### src/rtl/abg_pkg.sv
// Shared constants and helpers for the audio baud-rate clock generator.
// Assumes: reference strobe order [0]=A, [1]=B, [2]=C, [3]=internal.
package abg_pkg;

    localparam int REF_W   = 4;
    localparam int DIVW_W  = 10;
    localparam int CNT_W   = 15;
    localparam int CODE_W  = 8;

    // Divider source codes (control word fields)
    localparam logic [2:0] SRC_REF_A = 3'd0;
    localparam logic [2:0] SRC_REF_B = 3'd1;
    localparam logic [2:0] SRC_INT   = 3'd2;
    localparam logic [2:0] SRC_REF_C = 3'd4;

    // Channel selector codes
    localparam logic [CODE_W-1:0] CH_OFF   = 8'h00;
    localparam logic [CODE_W-1:0] CH_REF_A = 8'h01;
    localparam logic [CODE_W-1:0] CH_REF_B = 8'h02;
    localparam logic [CODE_W-1:0] CH_REF_C = 8'h03;
    localparam logic [CODE_W-1:0] CH_DIV_A = 8'h10;
    localparam logic [CODE_W-1:0] CH_DIV_B = 8'h20;

    localparam logic [DIVW_W-1:0] DIVW_RST = 10'h0FF;

    // Terminal count (total division minus one) for a divide word.
    function automatic logic [CNT_W-1:0] div_limit(input logic [DIVW_W-1:0] w);
        logic [CNT_W:0] t;
        logic [2:0]     sh;
        sh = {w[9:8], 1'b0} + 3'd1;
        t  = {{(CNT_W-7){1'b0}}, w[7:0]} + {{CNT_W{1'b0}}, 1'b1};
        t  = t << sh;
        return t[CNT_W-1:0] - {{(CNT_W-1){1'b0}}, 1'b1};
    endfunction

endpackage

### src/rtl/abg_regs.sv
// Register bank: control word, two divide words, packed channel selectors.
// Assumes: single-cycle writes; addresses 0 ctrl, 1 div A, 2 div B,
// 3.. channel groups of four. Unmapped addresses are ignored.
module abg_regs
    import abg_pkg::*;
#(
    parameter int NUM_CH = 8,
    parameter int ADDR_W = 3
) (
    input  logic                           clk,
    input  logic                           rst_n,
    input  logic                           wr_en,
    input  logic [ADDR_W-1:0]              wr_addr,
    input  logic [31:0]                    wr_data,
    output logic                           out_sel,
    output logic [2:0]                     src_a,
    output logic [2:0]                     src_b,
    output logic [DIVW_W-1:0]              div_a,
    output logic [DIVW_W-1:0]              div_b,
    output logic [NUM_CH-1:0][CODE_W-1:0]  ch_code
);

    localparam int NUM_GRP = NUM_CH / 4;
    localparam logic [ADDR_W-1:0] A_CTRL = ADDR_W'(0);
    localparam logic [ADDR_W-1:0] A_DIVA = ADDR_W'(1);
    localparam logic [ADDR_W-1:0] A_DIVB = ADDR_W'(2);
    localparam int GRP_BASE = 3;

    // Control word and divide words
    always_ff @(posedge clk) begin
        if (!rst_n) begin
            out_sel <= 1'b0;
            src_a   <= SRC_REF_A;
            src_b   <= SRC_REF_A;
            div_a   <= DIVW_RST;
            div_b   <= DIVW_RST;
        end else if (wr_en) begin
            if (wr_addr == A_CTRL) begin
                out_sel <= wr_data[31];
                src_a   <= wr_data[22:20];
                src_b   <= wr_data[18:16];
            end
            if (wr_addr == A_DIVA) div_a <= wr_data[DIVW_W-1:0];
            if (wr_addr == A_DIVB) div_b <= wr_data[DIVW_W-1:0];
        end
    end

    // Channel selector groups, four 8-bit fields per word
    for (genvar g = 0; g < NUM_GRP; g++) begin : g_grp
        always_ff @(posedge clk) begin
            if (!rst_n) begin
                for (int f = 0; f < 4; f++) ch_code[g*4+f] <= CH_OFF;
            end else if (wr_en && wr_addr == ADDR_W'(GRP_BASE + g)) begin
                for (int f = 0; f < 4; f++) ch_code[g*4+f] <= wr_data[f*8 +: 8];
            end
        end
    end

    assert_div_reset_R1: assert property (@(posedge clk) disable iff (!rst_n)
        !$past(rst_n) |-> (div_a == DIVW_RST && div_b == DIVW_RST && ch_code == '0))
        else $error("divide words or selectors not at reset value");

endmodule

### src/rtl/abg_div.sv
// Programmable divider: counts strobes of a selected reference and emits
// one registered pulse per P*(N+1) strobes. The divide word is sampled
// only at terminal count. Assumes total division is at least 2.
module abg_div
    import abg_pkg::*;
(
    input  logic              clk,
    input  logic              rst_n,
    input  logic [REF_W-1:0]  ref_tick,
    input  logic [2:0]        src_code,
    input  logic [DIVW_W-1:0] div_word,
    output logic              tick_o
);

    logic              src_hit;
    logic [DIVW_W-1:0] act_word;
    logic [CNT_W-1:0]  cnt;
    logic [CNT_W-1:0]  lim;

    // Source strobe selection; undefined codes select nothing
    always_comb begin
        unique case (src_code)
            SRC_REF_A: src_hit = ref_tick[0];
            SRC_REF_B: src_hit = ref_tick[1];
            SRC_REF_C: src_hit = ref_tick[2];
            SRC_INT:   src_hit = ref_tick[3];
            default:   src_hit = 1'b0;
        endcase
    end

    // Terminal count of the active word
    assign lim = div_limit(act_word);

    // Strobe counter, active word reload and output pulse
    always_ff @(posedge clk) begin
        if (!rst_n) begin
            cnt      <= '0;
            act_word <= DIVW_RST;
            tick_o   <= 1'b0;
        end else begin
            tick_o <= 1'b0;
            if (src_hit) begin
                if (cnt >= lim) begin
                    cnt      <= '0;
                    act_word <= div_word;
                    tick_o   <= 1'b1;
                end else begin
                    cnt <= cnt + 1'b1;
                end
            end
        end
    end

    assert_word_hold_R9: assert property (@(posedge clk) disable iff (!rst_n)
        !$stable(act_word) |-> tick_o)
        else $error("divide word changed away from terminal count");

    assert_cnt_bound_R2: assert property (@(posedge clk) disable iff (!rst_n)
        cnt <= lim)
        else $error("divider count beyond terminal");

    assert_tick_src_R3: assert property (@(posedge clk) disable iff (!rst_n)
        tick_o |-> $past(src_hit))
        else $error("pulse without a source strobe");

    assert_single_pulse_R10: assert property (@(posedge clk) disable iff (!rst_n)
        tick_o |=> !tick_o)
        else $error("adjacent divider pulses");

endmodule

### src/rtl/abg_chsel.sv
// Per-channel clock selector: registers the strobe picked by an 8-bit code.
// Assumes: code 0x00 and unlisted codes silence the channel.
module abg_chsel
    import abg_pkg::*;
(
    input  logic              clk,
    input  logic              rst_n,
    input  logic [2:0]        ref_ext,
    input  logic              div_a_tick,
    input  logic              div_b_tick,
    input  logic [CODE_W-1:0] sel_code,
    output logic              tick_o
);

    logic pick;

    // Decode selector code to a strobe
    always_comb begin
        case (sel_code)
            CH_REF_A: pick = ref_ext[0];
            CH_REF_B: pick = ref_ext[1];
            CH_REF_C: pick = ref_ext[2];
            CH_DIV_A: pick = div_a_tick;
            CH_DIV_B: pick = div_b_tick;
            default:  pick = 1'b0;
        endcase
    end

    // Output register
    always_ff @(posedge clk) begin
        if (!rst_n) tick_o <= 1'b0;
        else        tick_o <= pick;
    end

    assert_stop_code_R7: assert property (@(posedge clk) disable iff (!rst_n)
        (sel_code == CH_OFF) |=> !tick_o)
        else $error("stopped channel produced a pulse");

endmodule

### src/rtl/audio_bclk_gen.sv
// Dual audio baud-rate clock generator top: register bank, two dividers,
// per-channel selectors and a steerable shared output. All clocks are
// clock-enable strobes in the clk domain. Assumes NUM_CH is a multiple of 4.
module audio_bclk_gen
    import abg_pkg::*;
#(
    parameter int NUM_CH = 8,
    parameter int ADDR_W = 3
) (
    input  logic              clk,
    input  logic              rst_n,
    input  logic [3:0]        ref_tick,
    input  logic              wr_en,
    input  logic [ADDR_W-1:0] wr_addr,
    input  logic [31:0]       wr_data,
    output logic [NUM_CH:0]   chan_tick,
    output logic              shared_tick
);

    logic                          out_sel;
    logic [2:0]                    src_a, src_b;
    logic [DIVW_W-1:0]             div_a, div_b;
    logic [NUM_CH-1:0][CODE_W-1:0] ch_code;
    logic [1:0]                    div_tick;
    logic [NUM_CH-1:0]             ch_tick;

    abg_regs #(.NUM_CH(NUM_CH), .ADDR_W(ADDR_W)) u_regs (
        .clk(clk), .rst_n(rst_n),
        .wr_en(wr_en), .wr_addr(wr_addr), .wr_data(wr_data),
        .out_sel(out_sel), .src_a(src_a), .src_b(src_b),
        .div_a(div_a), .div_b(div_b), .ch_code(ch_code)
    );

    // Two identical dividers, A then B
    for (genvar d = 0; d < 2; d++) begin : g_div
        abg_div u_div (
            .clk(clk), .rst_n(rst_n), .ref_tick(ref_tick),
            .src_code((d == 0) ? src_a : src_b),
            .div_word((d == 0) ? div_a : div_b),
            .tick_o(div_tick[d])
        );
    end

    // One selector per programmable channel
    for (genvar k = 0; k < NUM_CH; k++) begin : g_ch
        abg_chsel u_sel (
            .clk(clk), .rst_n(rst_n), .ref_ext(ref_tick[2:0]),
            .div_a_tick(div_tick[0]), .div_b_tick(div_tick[1]),
            .sel_code(ch_code[k]), .tick_o(ch_tick[k])
        );
    end

    assign chan_tick = {ch_tick[NUM_CH-1], ch_tick};

    // Shared output steering register
    always_ff @(posedge clk) begin
        if (!rst_n) shared_tick <= 1'b0;
        else        shared_tick <= out_sel ? div_tick[1] : div_tick[0];
    end

    assert_shared_steer_R5: assert property (@(posedge clk) disable iff (!rst_n)
        shared_tick |-> $past(out_sel ? div_tick[1] : div_tick[0]))
        else $error("shared output not from steered divider");

endmodule

### config.mk
export PLATFORM = sky130hd
export DESIGN_NAME = audio_bclk_gen
export DESIGN_NICKNAME = d
export VERILOG_FILES = /design/src/rtl/abg_pkg.sv /design/src/rtl/abg_regs.sv /design/src/rtl/abg_div.sv /design/src/rtl/abg_chsel.sv /design/src/rtl/audio_bclk_gen.sv
export SDC_FILE = /design/constraint.sdc
export NUM_CORES = 1
export LEC_CHECK = 0
export ABC_AREA = 1
export CORE_UTILIZATION = 60
export CTS_BUF_LIST = sky130_fd_sc_hd__clkbuf_8
export DETAILED_ROUTE_END_ITERATION = 8
export HOLD_SLACK_MARGIN = 0.03
export MAX_ROUTING_LAYER = met4
export PLACE_DENSITY = 0.8
export SLEW_MARGIN = 20
export SYNTH_ARGS = -nofsm -noshare
export SYNTH_HDL_FRONTEND = slang
export SYNTH_SLANG_ARGS = --single-unit
### constraint.sdc
create_clock -name clk -period 7.23 [get_ports clk]
set_clock_uncertainty 0.05 [all_clocks]
set_input_delay 1.8075 -clock clk [delete_from_list [all_inputs] [get_ports clk]]
set_output_delay 1.8075 -clock clk [all_outputs]
set_load 0.05 [all_outputs]
### Yosys cells after proc, flatten, opt, wreduce, memory -nomap -nowiden

Cells that the tools add are included.

* bits in registers: 152
* input bits: 42
* output and inout port bits: 10

* add/sub/neg operators: 8
* $lt $le $gt $ge: 2
* equal/unequal tests: 50
* shift-type cells: 2
* muxes and demuxes: 15
* reduce and logical (&&, ||, !) cells: 12

Operators by type and width (number)
* 8-bit by 2-bit equality test with 1-bit output (second input constant): 16
* 8-bit by 1-bit equality test with 1-bit output (second input constant): 8
* 8-bit by 5-bit equality test with 1-bit output (second input constant): 8
* 8-bit by 6-bit equality test with 1-bit output (second input constant): 8
* 1-bit one-hot mux with 5 select lines: 8
* 16-bit by 3-bit << shifter with 15-bit output: 2
* 15-bit by 1-bit adder with 15-bit output (second input constant): 2
* 15-bit >= comparator: 2
* 15-bit two-way mux: 2
* 15-bit by 1-bit subtractor with 15-bit output (second input constant): 2
* 8-bit by 1-bit adder with 9-bit output (second input constant): 2
* 2-bit AND reduction: 7
* 3-bit by 2-bit equality test with 1-bit output (second input constant): 4
* 3-bit by 1-bit equality test with 1-bit output (second input constant): 3
* 3-bit equality test (second input constant): 3
* 3-bit logical NOT: 3
* 1-bit one-hot mux with 4 select lines: 2
* 3-bit by 1-bit adder with 3-bit output (second input constant): 2
* 1-bit two-way mux: 3
* 1-bit logical AND: 2

### Logic depth before layout (Yosys ltp)

Gate-level depths: netlist of run 1.

* word-level depth: 5
* mapped depth: 27

### By module

From an unflattened synthesis of run 1, not the netlist that was laid out.

* cells, all modules: 1435
* area, all modules: 9255.1 µm²

By module, submodules not included
* abg_div: times used 2, cells each 356, area each 2283.4 µm², sequential area each 520.5 µm²
* abg_regs: times used 1, cells each 524, area each 3608.5 µm², sequential area each 1821.7 µm²
* abg_chsel: times used 8, cells each 24, area each 128.9 µm², sequential area each 20.0 µm²
* audio_bclk_gen: times used 1, cells each 7, area each 48.8 µm², sequential area each 20.0 µm²

### Worst setup path after synthesis of run 1

No wires, ideal clock.

* path type: input -> register
* from: input port ref_tick[2]
* to: register g_div[0].u_div.cnt[7]
* library setup time: 0.114 ns
* arrival time: 2.821 ns
* slack: 4.245 ns
* cell stages on the path: 9
* path buffers: 1
* cells stage by stage: buf_2 -> nand2_1 -> nand2_1 -> nand3_2 -> inv_2 -> nand2_1 -> nor3_1 -> xor2_1 -> nor2_1

* cells in the longest elaborated chain, start to end: 1

RTL lines
* start, declared: line audio_bclk_gen.sv:12 `input logic [3:0] ref_tick,`
* 1-bit one-hot mux with 4 select lines: line abg_div.sv:22 `unique case (src_code)`
* end signal, assigned: line abg_div.sv:48 `cnt <= cnt + 1'b1;`
* end, declared: line abg_div.sv:17 `logic [CNT_W-1:0] cnt;`

Every way passes these cells.
A chain may end at the register's enable or synchronous reset.

### Final worst setup path of run 1

* from: input port wr_addr[0]
* to: register u_regs.ch_code[61] in the netlist's numbering

* cells in the longest elaborated chain, start to end: 2

RTL lines
* start, declared: line audio_bclk_gen.sv:14 `input logic [ADDR_W-1:0] wr_addr,`
* 3-bit equality test: line abg_regs.sv:53 `end else if (wr_en && wr_addr == ADDR_W'(GRP_BASE + g)) begin`
* 1-bit logical AND: line abg_regs.sv:53
* end, declared: line abg_regs.sv:20 `output logic [NUM_CH-1:0][CODE_W-1:0] ch_code`

Every way passes these cells.

==> results of run 1 <==
==> where the power goes <==
part           total (W)  internal (W)  switching, W
logic           0.000135     0.0000496     0.0000853
registers       0.000874      0.000859     0.0000146
clock network   0.000649      0.000318      0.000331
total            0.00166       0.00123      0.000431
==> placed cells by master (no fill, tap or decap), drive strengths merged <==
master	synthesis	routed
nor2	169	169
nor3	39	39
o311ai	3	3
o21ai	109	109
a31oi	1	1
o21a	1	1
nand3	107	107
xnor2	5	5
inv	128	133
xor2	26	26
a21oi	108	108
o211ai	6	6
buf	19	4
or4	1	1
ha	34	34
clkinv	4	8
bufinv	0	2
nand3b	4	4
nand2	267	267
or2	3	3
clkbuf	32	18
dfxtp	152	152
clkdlybuf4s50	0	50
o21bai	2	2
o22ai	1	1
a211oi	1	1
nor4	3	3
clkinvlp	0	3
nor3b	1	1
nand4	15	15
==> worst max-delay path, delay by kind of cell <==
family / cells / cell delay [ns]
AOI/OAI and AO/OA: 2 / 0.26
buffers and inverters: 4 / 1.60
and+or+nand+nor: 2 / 0.61
==> registers in the layout, summed over array words and instances, names as in the netlist <==
signal and count:
u_regs.src_b 3, g_div.u_div.cnt 30, u_regs.src_a 3, u_regs.ch_code 64
u_regs.div_b 10, g_div.u_div.act_word 20, shared_tick 1, u_regs.div_a 10
g_div.u_div.tick_o 2, g_ch.u_sel.tick_o 8, u_regs.out_sel 1
==> final cells by class <==
cell class	count	area (sq um)	area share (%)
Clock buffer	18	248	2.61
Clock inverter	14	150	1.58
Inverter	132	495	5.23
Multi-Input combinational cell	906	4790	50.5
Sequential cell	152	3040	32.1
Tap cell	180	225	2.38
Timing Repair Buffer	54	528	5.57
==> logic make-up (layout without fill, tap and decap cells) <==
family | after synthesis | in the layout | share of synthesized area, %
AO/OA/AOI/OAI | 232 | 232 | 14.3
XOR/XNOR | 31 | 31 | 3.26
AND/OR/NAND/NOR | 609 | 609 | 33.2
buffers and inverters | 183 | 218 | 8.79
adder cells (fa/ha/maj) | 34 | 34 | 4.96
flip-flops | 152 | 152 | 35.5
==> routing by layer <==
metal / vias to the layer above / GRT usage [%] / wire [microns]
li1: 4105 / - / -
met1: 3526 / 37.4 / 9510
met2: 172 / 42.2 / 8620
met3: 29 / 4.09 / 779
met4: 0 / 8.87 / 337
met5: - / - / 0
==> metrics by stage <==
step	cells	total power [W]	utilization, %
6_report	1456	0.00166	68.3
5_1_grt	1456	0.00172	68.3
4_1_cts	1456	0.00166	68.2
3_5_place_dp	1424	0.00103	65.3
3_3_place_gp	1424	0.00102	65.3
2_1_floorplan	1241	0.000973	-
==> final timing paths <==
| check | cells after the start | endpoint | slack [ns] | start |
|---|---|---|---|---|
| worst max register to register | 23 | g_div[1].u_div.act_word[5]$_SDFFE_PN1P_ | 3.32 | g_div[1].u_div.act_word[9]$_SDFFE_PN0P_ |
| worst max-delay path | 8 | u_regs.ch_code[61]$_SDFFE_PN0P_ | 3.24 | wr_addr[0] |
| worst min-delay path | 1 | g_ch[0].u_sel.tick_o$_SDFF_PN0_ | 0.38 | u_regs.ch_code[3]$_SDFFE_PN0P_ |
| worst min register to register | 1 | g_ch[0].u_sel.tick_o$_SDFF_PN0_ | 0.38 | u_regs.ch_code[3]$_SDFFE_PN0P_ |
==> out/qor.log, run 1 <==
[status] outcome completed
[worst_setup_path] required time at the endpoint of the critical path 7.52 ns
[sta] least setup slack across all paths after layout 3.24 ns
[placed_design] Worst Setup Slack post-DPL 2.81 ns
[synth] sequential area share after synthesis 35.5%
[floorplanning] Die Area 0.0148 sq mm
[synth] leading post-synthesis cells by cell area dfxtp_1, nand2_1, nor2_1
[final_layout] Area Growth Syn to Fin 10.6%
[sta] number of endpoints with negative hold slack in the final report 0
[floorplanning] std cell rows 43
[floorplanning] starting utilization of the core area 61.7%
[worst_setup_path] slowest stage cell on the critical path clkinv_1
[drt] starting DRC count in detailed routing 481
[synth] Synth Instances 1,241
[clock_network] total CTS buffers 17
[clock_network] Clock Sinks 152
[placed_design] Placement Cell Area 0.00907 sq mm
[synth] Avg Inst Size Synth 6.91 sq um
[global_route] pin count of the biggest net entering global routing 109
[global_route] vias in the first global route 6,835
[sta] Post-Route Setup TNS 0 ns
[synth] most used standard cells in the synthesized netlist nand2_1, nor2_1, dfxtp_1, inv_1, o21ai_0
[synth] Mapped Area 0.00857 sq mm
[synth] cell type with the highest aggregate area in the netlist dfxtp_1
[clock_network] setup bufs post-CTS 0
[final_layout] antenna diode instance count 0
[sta] setup repair after global routing missed its margin false
[synth] cell with the most instances after synthesis nand2_1
[worst_setup_path] arrival time at the worst endpoint 4.29 ns
[final_layout] Filler cells 1,241
[worst_setup_path] peak per-stage delay on the critical path 0.62 ns
[synth] number of nets produced by synthesis 1,317
[global_route] first-pass GRT wire length 31,700 microns
[flow_run] count of maximum capacitance violations 0
[worst_setup_path] capturing element type of the critical path flip-flop
[synth] post-synthesis async set-or-reset flop share 0%
[clock_network] CTS tree done
[placed_design] detailed placement HPWL 13,800 microns
[sta] max-slew violation total from the final report 0
[synth] fraction of synthesized cell area taken by the top area cell type 35.5%
[synth] predominant post-synthesis flop cell dfxtp_1
[floorplanning] Die Span X 122 microns
[clock_network] clock network latency to the later pin of the worst-skew pair 0.45 ns
[clock_network] clock transition at the registers of the reported paths 0.09 ns
[final_layout] post-route cell area 0.00948 sq mm
[global_route] grt ovf 0
[drt] via density per instance 5.38
[clock_network] CTS root buf clkbuf_8
[placed_design] routability congestion estimate 0.909
[floorplanning] Placeable Area 0.0139 sq mm
[clock_network] number of buffers added to fix hold violations after cts 0
[sta] remaining max-slew budget at the tightest pin 37.6%
[global_route] antenna violations before repair 0
[final_layout] share of layout cells above drive strength 1 8.31%
[pwr] standby leakage power 4.18 nW
[worst_setup_path] largest fanout on the critical path 26
[worst_setup_path] cells traversed along the worst timing path clkdlybuf4s50_1 -> nor2_1 -> inv_1 -> nor3_4 -> clkinv_1 -> buf_4 -> o21ai_0 -> a21oi_1
[sta] Post-Route Hold Slack 0.378 ns
[drt] routed vias 7,832
[clock_network] maximum clock path buffer count 2
[worst_setup_path] critical path startpoint category input pin
[drt] number of search-and-repair iterations in the first detailed-routing pass 6
[synth] post-synthesis sequential element count 152
[synth] warnings from Yosys 0
[drt] remaining antenna violation count 0
[clock_network] quantity of gates resized following cts 0
[pwr] power density normalized to cell area 175 mW/mm^2
[drt] wirelength, routed 19,200 microns
[pwr] worst vdd ir 151 uV
[floorplanning] DIE HEIGHT 122 microns
[sta] crit path time final 3.99 ns
[final_layout] fin nets 1,339
[worst_setup_path] type of the worst setup path input pin to flip-flop
[floorplanning] Top Ports 52
[drt] residual DRC count 0
[sta] final number of setup-violating endpoints 0
[min_path] path category of the worst min-delay check flip-flop to flip-flop
[sta] Fmax 250 MHz
[synth] Distinct cells, synth 45
[placed_design] number of port buffers 51
[clock_network] number of levels the H-tree was split into 4
[global_route] global routing usage summed across all routing layers 27.6%
[sta] post-route fraction of the period consumed by the critical path 55.3%
[synth] EDFF count, synth 0
[sta] worst slew pin tran 0.936 ns
[drt] average routed wire per standard cell 13.2 microns
Power figures use the tool's default switching activity.
==> run 2: changes to the inputs <==
- clock period: 7.23 -> 3.7 ns (I/O delays scaled with it)
==> out/qor.log, run 2 (synthesized netlist as in run 1, its figures left out) <==
[sta] worst slew pin tran 0.927 ns [-0.00908 ns]
[pwr] worst vdd ir 283 uV [+88%]
[worst_setup_path] dominant delay contributor by cell family on the critical path simple AND/OR/NAND/NOR gates
[clock_network] CTS root buf clkbuf_8
[sta] crit path time final 3.40 ns
[worst_setup_path] CP most frequent cell nand2_1
[clock_network] Clock Sinks 152 [unchanged]
[pwr] standby leakage power 4.23 nW [+1.2%]
[drt] starting DRC count in detailed routing 654 [+36%]
[final_layout] top flop regs u_regs.ch_code: 64 flops, g_div.u_div.cnt: 30 flops, g_div.u_div.act_word: 20 flops
[global_route] global routing usage summed across all routing layers 27.5% [-0.092 points]
[clock_network] setup bufs post-CTS 0 [unchanged]
[floorplanning] Die Span X 122 microns [unchanged]
[flow_run] count of maximum capacitance violations 0 [unchanged]
[final_layout] most frequent cells in the layout nand2_1, nor2_1, dfxtp_1
[clock_network] clock network latency to the later pin of the worst-skew pair 0.46 ns [about the same]
[final_layout] Filler cells 1,228 [-1.0%]
[placed_design] detailed placement HPWL 14,000 microns [+1.4%]
[worst_setup_path] largest fanout on the critical path 7 [-73%]
[clock_network] CTS tree done
[worst_setup_path] capturing element type of the critical path flip-flop
[sta] final number of setup-violating endpoints 0 [unchanged]
[sta] post-route fraction of the period consumed by the critical path 91.8%
[global_route] pin count of the biggest net entering global routing 108 [-0.92%]
[clock_network] clock transition at the registers of the reported paths 0.09 ns [about the same]
[floorplanning] Placeable Area 0.0139 sq mm [unchanged]
[drt] via density per instance 5.37 [-0.12%]
[sta] setup repair after global routing missed its margin true
[worst_setup_path] Bufs and invs on worst path 4 [unchanged]
[drt] residual DRC count 0 [unchanged]
[floorplanning] Top Ports 52 [unchanged]
[worst_setup_path] required time at the endpoint of the critical path 3.96 ns [-3.56 ns]
[global_route] vias in the first global route 6,725 [-1.6%]
[worst_setup_path] critical path startpoint category flip-flop
[final_layout] antenna diode instance count 0 [unchanged]
[sta] remaining max-slew budget at the tightest pin 38.1% [+0.54 points]
[placed_design] routability congestion estimate 0.907 [-0.22%]
[drt] average routed wire per standard cell 13.0 microns [-1.3%]
[final_layout] number of flip-flops in the largest register 64 [unchanged]
[final_layout] fin nets 1,350 [+0.82%]
[placed_design] number of port buffers 51 [unchanged]
[status] outcome completed
[global_route] grt ovf 0 [unchanged]
[final_layout] share of layout cells above drive strength 1 9.32% [+1.0 points]
[global_route] first-pass GRT wire length 31,700 microns [unchanged]
[min_path] path category of the worst min-delay check flip-flop to flip-flop
[worst_setup_path] slowest stage cell on the critical path dfxtp_1
[final_layout] area taken by multi-input logic gates 0.00478 sq mm [-0.16%]
[clock_network] number of levels the H-tree was split into 4 [unchanged]
[sta] Fmax 294 MHz
[drt] number of search-and-repair iterations in the first detailed-routing pass 5 [-1]
[sta] max-slew violation total from the final report 0 [unchanged]
[floorplanning] starting utilization of the core area 61.7% [unchanged]
[placed_design] Placement Cell Area 0.00916 sq mm [+0.97%]
[worst_setup_path] peak per-stage delay on the critical path 0.40 ns [-0.22 ns]
[floorplanning] DIE HEIGHT 122 microns [unchanged]
[pwr] power density normalized to cell area 339 mW/mm^2 [+94%]
[worst_setup_path] type of the worst setup path flip-flop to flip-flop
[global_route] antenna violations before repair 0 [unchanged]
[drt] remaining antenna violation count 0 [unchanged]
[final_layout] register with the most flip-flops u_regs.ch_code
[sta] number of endpoints with negative hold slack in the final report 0 [unchanged]
[worst_setup_path] cells traversed along the worst timing path ha_1 -> nand3_2 -> ha_1 -> inv_1 -> a21oi_2 -> nand2_2 -> nor2_1 -> nand3_2 -> nor2_4 -> nand2_1 -> nand2_1 -> nand2_1 -> ha_1 -> nand2_1 -> inv_1 -> nand3_1 -> inv_1 -> a21oi_1 -> nand2_1 -> nand2_2 -> clkinvlp_2 -> nand2_1 -> nand3_1
[final_layout] Area Growth Syn to Fin 11.5%
[floorplanning] std cell rows 43 [unchanged]
[clock_network] total CTS buffers 17 [unchanged]
[floorplanning] Die Area 0.0148 sq mm [unchanged]
[drt] wirelength, routed 19,100 microns [-0.58%]
[final_layout] sequential cell area in the final layout 0.00305 sq mm [about the same]
[worst_setup_path] arrival time at the worst endpoint 3.65 ns [-0.64 ns]
[final_layout] Final Core Density 68.8% [+0.59 points]
[final_layout] commonest non-fill, non-tap cell in the layout nand2_1
[clock_network] maximum clock path buffer count 2 [unchanged]
[drt] routed vias 7,882 [+0.64%]
[final_layout] post-route cell area 0.00956 sq mm [+0.86%]
## run 2: metal layers
metal / global-route usage [%] / up-vias / wire [microns] / part of all wire, %
met3: 4.70 / 15 / 793 / 4.1
met1: 37.8 / 3557 / 9580 / 50
met2: 42.0 / 176 / 8570 / 45
met5: - / - / 0 / 0
met4: 6.71 / 0 / 190 / 0.99
li1: - / 4134 / - / -
## run 2: final timing paths
| kind | startpoint | endpoint | slack (ns) | cells after the start |
|---|---|---|---|---|
| max | g_div[1].u_div.act_word[1]$_SDFFE_PN1P_ | g_div[1].u_div.act_word[1]$_SDFFE_PN1P_ | 0.30 | 23 |
| min | u_regs.ch_code[3]$_SDFFE_PN0P_ | g_ch[0].u_sel.tick_o$_SDFF_PN0_ | 0.37 | 1 |
| max reg2reg | g_div[1].u_div.act_word[1]$_SDFFE_PN1P_ | g_div[1].u_div.act_word[1]$_SDFFE_PN1P_ | 0.30 | 23 |
| min reg2reg | u_regs.ch_code[3]$_SDFFE_PN0P_ | g_ch[0].u_sel.tick_o$_SDFF_PN0_ | 0.37 | 1 |
## run 2: final cells by class
type                    instances  area share [%]
flip-flops and latches        152            31.9
repair buffers                 64            6.44
clock inverters                15            1.61
clock buffers                  17            2.45
well taps                     180            2.36
inverters                     132            5.22
repair inverters                1          0.0524
multi-input cells             906            50.0
## run 2: what timing repair did
item | in CTS | in global routing
resized for setup | 0 | 3
endpoints found under the setup margin | 0 | 25
hold buffers | 0 | 0
## run 2: metrics by stage
| stage | TNS (ns) | std cells | hold WS [ns] | worst slack, ns | total power (W) |
|---|---|---|---|---|---|
| 6_report | 0 | 1467 | 0.373 | 0.303 | 0.00324 |
| 4_1_cts | 0 | 1466 | 0.375 | 0.282 | 0.00325 |
| 2_1_floorplan | 0 | 1241 | 0.348 | 0.724 | 0.00190 |
| 5_1_grt | -0.0307 | 1467 | 0.386 | -0.0230 | 0.00337 |
| 3_5_place_dp | 0 | 1434 | 0.362 | 0.295 | 0.00201 |
| 3_3_place_gp | 0 | 1434 | 0.361 | 0.411 | 0.00201 |
## run 2: power breakdown
part | switching (W) | leakage, nW | internal, W
clock | 0.000700 | 0.206 | 0.000562
sequential | 0.0000289 | 1.23 | 0.00168
combinational | 0.000167 | 2.79 | 0.000102
total | 0.000896 | 4.23 | 0.00234
==> run 3: changes to the inputs <==
- CELL_PAD_IN_SITES_DETAIL_PLACEMENT: not set -> 1
- CELL_PAD_IN_SITES_GLOBAL_PLACEMENT: not set -> 2
- CORE_MARGIN: not set -> 10
- CORE_UTILIZATION: 60 -> 35
- PLACE_DENSITY: 0.8 -> not set
- PLACE_DENSITY_LB_ADDON: not set -> 0.1
- SLEW_MARGIN: 20 -> not set
==> out/qor.log, run 3 (synthesized netlist as in run 1, its figures left out) <==
[final_layout] Filler cells 3,097 [+150%]
[placed_design] Worst Setup Slack post-DPL 0.171 ns [-0.125 ns]
[final_layout] top flop regs u_regs.ch_code: 64 flops, g_div.u_div.cnt: 30 flops, g_div.u_div.act_word: 20 flops
[pwr] worst vdd ir 218 uV [-23%]
[drt] starting DRC count in detailed routing 340 [-48%]
[flow_run] count of maximum capacitance violations 0 [unchanged]
[clock_network] CTS root buf clkbuf_8
[floorplanning] Die Area 0.0311 sq mm [+110%]
[worst_setup_path] cells traversed along the worst timing path ha_2 -> nand3_2 -> ha_1 -> inv_1 -> a21oi_2 -> nand2_2 -> nor2_1 -> nand3_2 -> nor2_4 -> nand2_1 -> nand2_1 -> nand2_1 -> ha_1 -> nand2_1 -> inv_1 -> nand3_1 -> inv_1 -> a21oi_1 -> nand2_1 -> nand2_4 -> clkinvlp_4 -> nand2_1 -> o211ai_1
[pwr] standby leakage power 4.28 nW [+1.1%]
[global_route] antenna violations before repair 0 [unchanged]
[global_route] pin count of the biggest net entering global routing 108 [unchanged]
[worst_setup_path] required time at the endpoint of the critical path 3.96 ns [about the same]
[final_layout] most frequent cells in the layout nand2_1, nor2_1, dfxtp_1
[floorplanning] std cell rows 57 [+33%]
[worst_setup_path] reg2reg path depth 23 [unchanged]
[min_path] path category of the worst min-delay check flip-flop to flip-flop
[floorplanning] Placeable Area 0.0242 sq mm [+74%]
[clock_network] clock network latency to the later pin of the worst-skew pair 0.46 ns [about the same]
[global_route] global routing usage summed across all routing layers 15.8% [-12 points]
[worst_setup_path] largest fanout on the critical path 7 [unchanged]
[floorplanning] DIE HEIGHT 176 microns [+45%]
[drt] via density per instance 4.93 [-8.2%]
[global_route] vias in the first global route 7,933 [+18%]
[sta] remaining max-slew budget at the tightest pin 57.9% [+20 points]
[sta] final number of setup-violating endpoints 0 [unchanged]
[drt] remaining antenna violation count 0 [unchanged]
[final_layout] number of flip-flops in the largest register 64 [unchanged]
[sta] number of endpoints with negative hold slack in the final report 0 [unchanged]
[clock_network] clock transition at the registers of the reported paths 0.12 ns [+0.03 ns]
[placed_design] # placed instances 1,581 [+10%]
[sta] Post-Route Setup TNS 0 ns [unchanged]
[global_route] grt ovf 0 [unchanged]
[sta] post-route fraction of the period consumed by the critical path 88.6% [-3.2 points]
[clock_network] maximum clock path buffer count 2 [unchanged]
[drt] routed wl met2 11,200 microns [+30%]
[drt] Met1 Wirelength 12,100 microns [+27%]
[floorplanning] Top Ports 52 [unchanged]
[drt] wirelength, routed 23,900 microns [+25%]
[final_layout] Final Non-Filler Cells 1,619 [+10%]
[worst_setup_path] critical path startpoint category flip-flop
[placed_design] number of port buffers 51 [unchanged]
[worst_setup_path] arrival time at the worst endpoint 3.54 ns [-0.11 ns]
[global_route] first-pass GRT wire length 39,900 microns [+26%]
[final_layout] commonest non-fill, non-tap cell in the layout nand2_1
[sta] Post-Route Hold Slack 0.375 ns [+0.00191 ns]
[worst_setup_path] endpoint of the worst-slack reg-to-reg timing path g_div[1].u_div.act_word[0]$_SDFFE_PN1P_
[worst_setup_path] peak per-stage delay on the critical path 0.41 ns [about the same]
[worst_setup_path] capturing element type of the critical path flip-flop
[placed_design] routability congestion estimate 0.783 [-14%]
[drt] top routing layer used met4
[sta] Fmax 305 MHz [+3.7%]
[min_path] capture endpoint of the worst hold path g_ch[0].u_sel.tick_o$_SDFF_PN0_
[pwr] power density normalized to cell area 337 mW/mm^2 [-0.72%]
[worst_setup_path] Reg2Reg Launch Point g_div[1].u_div.act_word[1]$_SDFFE_PN1P_
[placed_design] detailed placement HPWL 18,000 microns [+29%]
[drt] average routed wire per standard cell 14.8 microns [+13%]
[final_layout] register with the most flip-flops u_regs.ch_code
[min_path] start point of the worst hold path u_regs.ch_code[2]$_SDFFE_PN0P_
[sta] worst slew pin tran 0.631 ns [-0.296 ns]
[worst_setup_path] slowest stage cell on the critical path dfxtp_1
[clock_network] number of buffers added to fix hold violations after cts 0 [unchanged]
[min_path] hold path cells 1 [unchanged]
[drt] residual DRC count 0 [unchanged]
[clock_network] Clock Sinks 152 [unchanged]
[floorplanning] starting utilization of the core area 35.4% [-26 points]
[worst_setup_path] type of the worst setup path flip-flop to flip-flop
[worst_setup_path] CP most frequent cell nand2_1
[sta] max-slew violation total from the final report 0 [unchanged]
[final_layout] post-route cell area 0.00984 sq mm [+3.0%]
[drt] routed vias 7,983 [+1.3%]
[placed_design] Placement Cell Area 0.00936 sq mm [+2.2%]
[clock_network] number of levels the H-tree was split into 4 [unchanged]
[status] outcome completed
[floorplanning] Die Span X 176 microns [+45%]
[sta] least setup slack across all paths after layout 0.423 ns [+0.120 ns]
[final_layout] antenna diode instance count 0 [unchanged]
[clock_network] CTS tree done
[final_layout] fin nets 1,358 [+0.59%]
[sta] crit path time final 3.28 ns [-0.120 ns]
[clock_network] total CTS buffers 17 [unchanged]
[sta] setup repair after global routing missed its margin false
[drt] metal3 WL 371 microns [-53%]
[final_layout] share of layout cells above drive strength 1 10.3% [+1.0 points]
[final_layout] Area Growth Syn to Fin 14.9%
[drt] number of search-and-repair iterations in the first detailed-routing pass 4 [-1]
[worst_setup_path] worst-case register-to-register setup slack 0.42 ns [+0.12 ns]
-- run 3: cell type report --
class	count	area [sq um]	area share, %
inverters	132	503	5.11
multi-input cells	906	4790	48.6
repair buffers	72	676	6.86
clock buffers	18	248	2.52
flip-flops and latches	152	3050	31.0
well taps	324	405	4.12
repair inverters	1	7.51	0.0763
clock inverters	14	168	1.70
-- run 3: layer usage --
| layer | vias up | track usage (%) |
|---|---|---|
| li1 | 4138 | - |
| met1 | 3756 | 20.4 |
| met2 | 73 | 25.9 |
| met3 | 16 | 2.26 |
| met4 | 0 | 3.40 |
| met5 | - | - |
-- run 3: repair_timing --
item / in CTS / in global routing
hold endpoints to repair: 0 / 0
buffers inserted: 0 / 5
gates resized for setup: 0 / 10
setup endpoints to repair: 0 / 35
-- run 3: per-stage QoR --
step	power, W	util, %
finish	0.00331	40.7
global route	0.00347	40.7
CTS	0.00336	40.4
detailed placement	0.00203	38.7
global placement	0.00203	38.7
floorplan	0.00190	-
-- run 3: report_power, final --
group / switching (W) / leakage, nW / internal, W / total, W
combinational: 0.000175 / 2.84 / 0.000106 / 0.000281
clock: 0.000784 / 0.211 / 0.000540 / 0.00132
sequential: 0.0000286 / 1.23 / 0.00168 / 0.00171
-- run 3: worst max path at each step --
stage                                                  startpoint                                 endpoint  slack, ns  cells after the start
final                     g_div[1].u_div.act_word[1]$_SDFFE_PN1P_  g_div[1].u_div.act_word[0]$_SDFFE_PN1P_       0.42                     23
after global routing      g_div[1].u_div.act_word[1]$_SDFFE_PN1P_  g_div[1].u_div.act_word[0]$_SDFFE_PN1P_       0.01                     21
after CTS                 g_div[0].u_div.act_word[8]$_SDFFE_PN0P_  g_div[0].u_div.act_word[5]$_SDFFE_PN1P_       0.15                     21
after detailed placement  g_div[0].u_div.act_word[8]$_SDFFE_PN0P_  g_div[0].u_div.act_word[8]$_SDFFE_PN0P_       0.17                     20
after global placement    g_div[0].u_div.act_word[8]$_SDFFE_PN0P_  g_div[0].u_div.act_word[8]$_SDFFE_PN0P_       0.21                     20
after floorplan           g_div[1].u_div.act_word[0]$_SDFFE_PN1P_  g_div[1].u_div.act_word[5]$_SDFFE_PN1P_       0.72                     24
-- run 3: critical path: cells and delay by family (launching register included) --
family,cells,cell delay (ns)
AO/OA/AOI/OAI,3,0.33
adder cells (fa/ha/maj),3,0.74
buffers and inverters,4,0.31
flip-flops,1,0.41
AND/OR/NAND/NOR,13,1.27
